<file path="src/rtl/fs_pkg.sv">
package fs_pkg;
  localparam int NUM_FLT   = 6;
  localparam int FB_WDT    = 0;
  localparam int NUM_EXT   = NUM_FLT - 1;

  typedef enum logic [1:0] {
    PIN_BUSY = 2'b00,
    PIN_RDY  = 2'b01,
    PIN_ERR  = 2'b10,
    PIN_IDLE = 2'b11
  } pin_code_e;

  localparam logic [1:0] TSEL_DEFAULT = 2'b10;
endpackage

</file>
<file path="src/rtl/fs_rst_sync.sv">
module fs_rst_sync (
  input  logic clk,
  input  logic rst_n,
  output logic rst_sync_n
);
  logic [1:0] stg_q;

  always_ff @(posedge clk or negedge rst_n) begin
    if (!rst_n) stg_q <= 2'b00;
    else        stg_q <= {stg_q[0], 1'b1};
  end

  assign rst_sync_n = stg_q[1];
endmodule

</file>
<file path="src/rtl/fs_wdt.sv">
module fs_wdt #(
  parameter int UNIT  = 125,
  parameter int CNT_W = 12
) (
  input  logic             clk,
  input  logic             rst_n,
  input  logic             tick,
  input  logic             run,
  input  logic             restart,
  input  logic [1:0]       tsel,
  output logic [CNT_W-1:0] cnt,
  output logic [CNT_W-1:0] lim,
  output logic             ovf
);
  logic [CNT_W-1:0] cnt_d;

  always_comb begin
    unique case (tsel)
      2'd0:    lim = CNT_W'(UNIT);
      2'd1:    lim = CNT_W'(4 * UNIT);
      2'd2:    lim = CNT_W'(16 * UNIT);
      default: lim = CNT_W'(32 * UNIT);
    endcase
  end

  assign ovf = run && tick && !restart && (cnt == lim - CNT_W'(1));

  always_comb begin
    cnt_d = cnt;
    if (restart || !run)  cnt_d = '0;
    else if (ovf)         cnt_d = '0;
    else if (tick)        cnt_d = cnt + CNT_W'(1);
  end

  always_ff @(posedge clk or negedge rst_n) begin
    if (!rst_n) cnt <= '0;
    else        cnt <= cnt_d;
  end
endmodule

</file>
<file path="src/rtl/fs_flag.sv">
module fs_flag #(
  parameter int N = 6
) (
  input  logic         clk,
  input  logic         rst_n,
  input  logic [N-1:0] set_v,
  input  logic [N-1:0] hold_v,
  input  logic         clr,
  output logic [N-1:0] q
);
  logic [N-1:0] q_d;

  for (genvar i = 0; i < N; i++) begin : g_bit
    always_comb begin
      q_d[i] = q[i];
      if (clr && !hold_v[i]) q_d[i] = 1'b0;
      if (set_v[i])          q_d[i] = 1'b1;
    end

    always_ff @(posedge clk or negedge rst_n) begin
      if (!rst_n) q[i] <= 1'b0;
      else        q[i] <= q_d[i];
    end
  end
endmodule

</file>
<file path="src/rtl/fs_pinmux.sv">
module fs_pinmux #(
  parameter int NCH = 4,
  parameter int CHW = 2
) (
  input  logic [1:0]     code,
  input  logic [CHW-1:0] ch,
  input  logic [NCH-1:0] busy_n,
  input  logic [NCH-1:0] ready,
  input  logic           err_any,
  output logic           pin
);
  import fs_pkg::*;

  always_comb begin
    unique case (pin_code_e'(code))
      PIN_BUSY: pin = busy_n[ch];
      PIN_RDY:  pin = ready[ch];
      PIN_ERR:  pin = !err_any;
      default:  pin = 1'b1;
    endcase
  end
endmodule

</file>
<file path="src/rtl/fault_supervisor.sv">
module fault_supervisor #(
  parameter int TICKS_PER_UNIT = 125,
  parameter int NCH            = 4,
  parameter int NPIN           = 2,
  localparam int CHW   = (NCH > 1) ? $clog2(NCH) : 1,
  localparam int PINW  = (NPIN > 1) ? $clog2(NPIN) : 1,
  localparam int NFLT  = fs_pkg::NUM_FLT,
  localparam int NEXT  = fs_pkg::NUM_EXT,
  localparam int CNT_W = $clog2(32 * TICKS_PER_UNIT + 1)
) (
  input  logic            clk,
  input  logic            rst_n,
  input  logic            tick,
  input  logic            safe_wr,
  input  logic [NFLT-1:0] safe_en,
  input  logic            tsel_wr,
  input  logic [1:0]      tsel,
  input  logic            wdt_clr,
  input  logic            err_clr,
  input  logic [NEXT-1:0] flt_in,
  input  logic            outsel_wr,
  input  logic [PINW-1:0] outsel_pin,
  input  logic [1:0]      outsel_code,
  input  logic [CHW-1:0]  outsel_ch,
  input  logic [NCH-1:0]  ch_busy_n,
  input  logic [NCH-1:0]  ch_ready,
  output logic [NFLT-1:0] err_bits,
  output logic            err_any,
  output logic [NPIN-1:0] stat_pin
);
  import fs_pkg::*;

  logic            rst_i_n;
  logic [NFLT-1:0] en_q, en_d;
  logic [1:0]      tsel_q, tsel_d;
  logic [1:0]      pcode_q [NPIN];
  logic [1:0]      pcode_d [NPIN];
  logic [CHW-1:0]  pch_q   [NPIN];
  logic [CHW-1:0]  pch_d   [NPIN];

  logic [CNT_W-1:0] wdt_cnt, wdt_lim;
  logic             wdt_ovf, wdt_restart;
  logic [NFLT-1:0]  cond_raw, cond_set;

  fs_rst_sync u_rst (.clk(clk), .rst_n(rst_n), .rst_sync_n(rst_i_n));

  // configuration next state
  always_comb begin
    en_d   = en_q;
    tsel_d = tsel_q;
    if (safe_wr) en_d   = safe_en;
    if (tsel_wr) tsel_d = tsel;
  end

  always_ff @(posedge clk or negedge rst_i_n) begin
    if (!rst_i_n) begin
      en_q   <= '0;
      tsel_q <= TSEL_DEFAULT;
    end else begin
      en_q   <= en_d;
      tsel_q <= tsel_d;
    end
  end

  for (genvar p = 0; p < NPIN; p++) begin : g_pin
    always_comb begin
      pcode_d[p] = pcode_q[p];
      pch_d[p]   = pch_q[p];
      if (outsel_wr && (outsel_pin == PINW'(p))) begin
        pcode_d[p] = outsel_code;
        pch_d[p]   = outsel_ch;
      end
    end

    always_ff @(posedge clk or negedge rst_i_n) begin
      if (!rst_i_n) begin
        pcode_q[p] <= PIN_BUSY;
        pch_q[p]   <= '0;
      end else begin
        pcode_q[p] <= pcode_d[p];
        pch_q[p]   <= pch_d[p];
      end
    end

    fs_pinmux #(.NCH(NCH), .CHW(CHW)) u_mux (
      .code    (pcode_q[p]),
      .ch      (pch_q[p]),
      .busy_n  (ch_busy_n),
      .ready   (ch_ready),
      .err_any (err_any),
      .pin     (stat_pin[p])
    );
  end

  assign wdt_restart = wdt_clr || tsel_wr;

  fs_wdt #(.UNIT(TICKS_PER_UNIT), .CNT_W(CNT_W)) u_wdt (
    .clk     (clk),
    .rst_n   (rst_i_n),
    .tick    (tick),
    .run     (en_q[FB_WDT]),
    .restart (wdt_restart),
    .tsel    (tsel_q),
    .cnt     (wdt_cnt),
    .lim     (wdt_lim),
    .ovf     (wdt_ovf)
  );

  assign cond_raw = {flt_in, wdt_ovf};
  assign cond_set = cond_raw & en_q;

  fs_flag #(.N(NFLT)) u_flag (
    .clk    (clk),
    .rst_n  (rst_i_n),
    .set_v  (cond_set),
    .hold_v (cond_raw),
    .clr    (err_clr),
    .q      (err_bits)
  );

  assign err_any = |(err_bits & en_q);
endmodule

</file>
<file path="config.mk">
export PLATFORM = sky130hd
export DESIGN_NAME = fault_supervisor
export DESIGN_NICKNAME = d
export VERILOG_FILES = /design/src/rtl/fs_pkg.sv /design/src/rtl/fs_rst_sync.sv /design/src/rtl/fs_wdt.sv /design/src/rtl/fs_flag.sv /design/src/rtl/fs_pinmux.sv /design/src/rtl/fault_supervisor.sv
export SDC_FILE = /design/constraint.sdc
export NUM_CORES = 1
export LEC_CHECK = 0
export CAP_MARGIN = 20
export CORE_MARGIN = 5
export CORE_UTILIZATION = 54
export CTS_CLUSTER_DIAMETER = 60
export CTS_CLUSTER_SIZE = 8
export DETAILED_ROUTE_END_ITERATION = 7
export GPL_ROUTABILITY_DRIVEN = 1
export PLACE_DENSITY = 0.84
export SLEW_MARGIN = 40
export SYNTH_ARGS = -nofsm -noshare
export SYNTH_HDL_FRONTEND = slang
export SYNTH_SLANG_ARGS = --single-unit
</file>
<file path="constraint.sdc">
create_clock -name clk -period 4.37 [get_ports clk]
set_input_delay 0.6555 -clock clk [delete_from_list [all_inputs] [get_ports clk]]
set_output_delay 0.6555 -clock clk [all_outputs]
set_load 0.02 [all_outputs]
</file>
==> Yosys cells after proc, flatten, opt, wreduce, memory -nomap -nowiden <==
Index checks and enable logic that the tools add are counted.
Widths: inputs -> output; s select.
{ "word_totals": {"ff_bits": 36, "input_bits": 34} }
{ "op_classes": {"addsub": 2, "magnitude_cmp": 2, "n_eq_ne": 7, "muxes": 26, "n_bitwise": 3, "n_reduce_logical": 33} }
{ "ops": {"columns": ["operator", "count"], "rows": [
  ["$mux 12", 3],
  ["$pmux 12 s3", 1],
  ["$mux 1", 16],
  ["$add 12x1->12 const B", 1],
  ["$and 6x6->6", 2],
  ["$eq 12x12->1", 1],
  ["$reduce_bool 2->1", 6],
  ["$sub 12x1->12 const B", 1],
  ["$logic_and 1x1->1", 11],
  ["$logic_not 1->1", 9],
  ["$bmux 1 s2", 4],
  ["$eq 2x1->1 const B", 3],
  ["$eq 2x2->1 const B", 3],
  ["$logic_not 2->1", 3],
  ["$lt 2x3->1 const B", 2],
  ["$pmux 1 s3", 2],
  ["$reduce_or 6->1", 1],
  ["$reduce_bool 3->1", 1],
  ["$logic_or 1x1->1", 2],
  ["$not 1->1", 1]
]} }

==> Depth between registers and ports, before layout <==
{ "logic_depth": {"ltp_word": 9, "mapped_depth": 6, "mapped_depth_nobuf": 6} }

==> Cells and area by module <==
A second synthesis with hierarchy kept.
{ "hier_totals": {"hier_cells": 193, "area_unflattened_um2": 2117.0} }
{ "modules_own_cells": {"columns": ["mod", "n_inst", "cells_per_inst", "area_each_um2"], "rows": [
  ["fs_wdt", 1, 116, 984.7],
  ["fault_supervisor", 1, 46, 693.2],
  ["fs_flag", 1, 18, 232.7],
  ["fs_pinmux", 2, 5, 76.3],
  ["fs_rst_sync", 1, 3, 53.8]
]} }

==> Worst setup path before layout <==
OpenSTA, ideal clock, no wires.
{ "synth_timing": {"kind": "input port to output port", "from": "in ch_busy_n[3]", "to": "out stat_pin[0]", "arrival_time_ns": 1.654, "required_ns": 3.714, "slack_ns": 2.061, "stages": 5, "n_path_buf": 1, "path_cell_list": "mux4_2 -> and2_1 -> a211oi_1 -> a31oi_1 -> buf_4"} }
{ "synth_between": {"elab_chain_cells": 3} }
{ "synth_rtl": {"columns": ["item", "line_no", "text"], "rows": [
  ["from (decl)", "fault_supervisor.sv:25", "input logic [NCH-1:0] ch_busy_n,"],
  ["$bmux 1 s2", "fs_pinmux.sv:16", "PIN_BUSY: pin = busy_n[ch];"],
  ["$mux 1 (not written as such)", "fs_pinmux.sv:16", null],
  ["$pmux 1 s3", "fs_pinmux.sv:15", "unique case (pin_code_e'(code))"],
  ["to (decl)", "fault_supervisor.sv:29", "output logic [NPIN-1:0] stat_pin"]
]} }
Every way passes these cells. The select of a mux whose other input is x is not followed.

==> Worst setup path after layout <==
Same ends and word-level chain as after synthesis.

==> metrics.cfg <==
[critical_path]
crit_path_end_kind=output port
startpoint=ch_busy_n[3]
r2r_start=tsel_q[1]$_DFFE_PN1P_
start_kind=primary input
critPathRequiredTime_ps=3710
worst_ep_arrival_time_ps=2510
critPathSlowestCell=clkdlybuf4s50_1
reg2reg_to=u_wdt.cnt[5]$_DFFE_PN0P_
reg2reg_slack_ps=2530
crit_path_max_incr_delay_ps=540
r2r_cells=5
critPathMaxFanout=2
cpMostUsedCell=clkdlybuf4s50_1
worstPathCellList=clkdlybuf4s50_1 -> mux4_2 -> and2_1 -> a211oi_1 -> a31oi_1 -> clkdlybuf4s50_1
crit_type=primary input to output port

[yosys]
synth_cell_types=51
synth_top_area_share_pct=43.5
synth_most_common_cell=dfrtp_1
ys_top_cells_by_count=dfrtp_1 (35), nand2_1 (27), mux2_2 (15)
ys_async_sr_fraction_pct=100
synth_area_leaders=dfrtp_1 (43%), mux2_2 (8.4%), nand2_1 (5.0%)
ys_warn_count=0
ys.flop_type=dfrtp_1
syn-num-nets=228
synth_edf_count=0
synth_area_leader_cell=dfrtp_1
synth-seq-area-share_pct=44.8
syn_inst=193
syn_area_um2=2020
ys_ff_latch=36
synth_area_per_cell_um2=10.4

[placed_design]
io_buffers=42
gp_congestion=0.845
hpwlAfterDp_um=3300
detailedPlace.worstSlack_ps=1200
dpl_cell_area_um2=2420

[sta]
max_slew_margin_pct=65.8
final.setup.tns_ps=0
hold_viol_final=0
timing.hold.ws_ps=139
worstMarginPinSlew_ps=512
drv_slew=0
max_freq_ghz=0.316
rsz0062_at_grt=false
finalCritPeriodShare_pct=72.5
setup_slack_ps=1200
skew_ps=8.64
setup_viol=0
final.min_clock_period_ps=3170

[clock_tree]
cts-buffers-inserted=5
clock_path_buffers=2
cts_hold_buf=0
cts_tree=yes
cts_resized=0
post-cts-setup-buffers=0
cts_htree_levels=2
cts_root_buf=clkbuf_8
cts.sinks=36
clock_latency_ps=300
cts.clk_slew.worst_paths_ps=70

[cells_and_area]
area_growth_pct=25.8
stdcell_area_um2=2530
antennaDiodeCount=0
layout.nets=268
layout-drive-gt1-share_pct=16.7

[power]
powerDensity_nw_per_um2=331
peakVddDrop_uv=240
p_leak_nw=1.04
finalPower_uw=839

[floorplanning]
die_h_um=71.1
die-area_um2=5050
initial_core_util_pct=55.5
io-pin-count=43
die_w_um=71.1
rows=22
coreArea_um2=3630

[global_routing]
overflow=0
grt_pass1_vias=1617
grt_use_total_pct=19.4
grt_first_pass_wirelength_um=7660
grt_max_degree=27
antenna_found_initial=0

[routing]
drt-total-wl_um=4480
wl_met3_um=204
vias=1649
wl_met2_um=2320
wire_per_inst_um=15.9
drt_drc_violations_left=0
ant_nets=0
drt-vias-per-instance=5.85
wl_met1_um=1900
top_signal_layer_used=met4
drt_iter0_markers=86
dr.pass1.iters=4

[status]
status=finished, final reports clean

[min_path]
hold_path_class=flop to asynchronous set/reset pin

[flow_run]
maxCapViolCount=0

[layout make-up]
cell class | instances | area [um^2]
fill | 277 | 1100
multi-input combinational | 136 | 992
sequential | 36 | 902
timing repair buffer | 43 | 428
clock buffer | 5 | 68.8
tap | 48 | 60.1
clock inverter | 3 | 42.5
inverter | 11 | 41.3
[registers in the layout, indices dropped and copies added, names as in the netlist]
name	cells
tsel_q	2
en_q	6
pcode_q	4
u_flag.q	6
pch_q	4
u_rst.stg_q	2
u_wdt.cnt	12
[cell usage in the layout, fill, tap and decap left out, types with 2 or more instances in the layout]
| master | count |
|---|---|
| a22oi_1 | 3 |
| nor3_1 | 6 |
| mux4_2 | 4 |
| o211ai_2 | 2 |
| a211oi_1 | 2 |
| inv_1 | 11 |
| clkdlybuf4s50_1 | 42 |
| mux2_2 | 15 |
| o211ai_1 | 5 |
| nand2_1 | 27 |
| o21ai_0 | 7 |
| nand4b_1 | 2 |
| a21oi_1 | 10 |
| clkbuf_8 | 5 |
| nor2_1 | 3 |
| nor2b_1 | 4 |
| nand3_1 | 6 |
| and2_1 | 4 |
| o221ai_1 | 4 |
| dfrtp_1 | 35 |
| xor2_1 | 2 |
| a31oi_1 | 4 |
| o31ai_1 | 2 |
[kinds of logic (layout without fill, tap and decap cells)]
logic type	Yosys count	after routing	share of synthesized area, %
and+or+nand+nor	65	65	16.9
AOI/OAI and AO/OA	48	48	17.8
DFF	36	36	44.8
buffers and inverters	21	62	6.02
muxes	19	19	12.8
xor gates and xnor gates	2	2	0.869
adders and majority gates	1	1	0.621
other	1	1	0.186
[per-layer routing]
metal,global-route usage (%),vias up
met1,23.7,810
li1,-,786
met5,0,-
met4,8.98,0
met2,32.3,47
met3,4.55,6
[worst max-delay path: cells and delay by family]
kind	cells	cell delay, ps
buffers and inverters	2	950
multiplexers	1	450
AO/OA/AOI/OAI	2	280
AND/OR/NAND/NOR	1	170
[stage by stage]
stage / util [%] / std cells
2_1_floorplan: - / 193
3_3_place_gp: 66.7 / 274
3_5_place_dp: 66.7 / 274
4_1_cts: 69.8 / 282
5_1_grt: 69.8 / 282
6_report: 69.8 / 282
[worst max-delay path by stage]
stage,endpoint,slack (ps)
finish,stat_pin[0],1200
floorplan,stat_pin[0],2060
global placement,stat_pin[1],1230
CTS,stat_pin[0],1200
global route,stat_pin[1],1150
detailed placement,stat_pin[0],1200
[power breakdown]
part           total (mW)  internal, mW  switching, mW
clock               0.295         0.169          0.126
sequential          0.388         0.360         0.0284
combinational       0.155        0.0919         0.0632
total               0.839         0.621          0.218
Power figures use the tool's default switching activity.
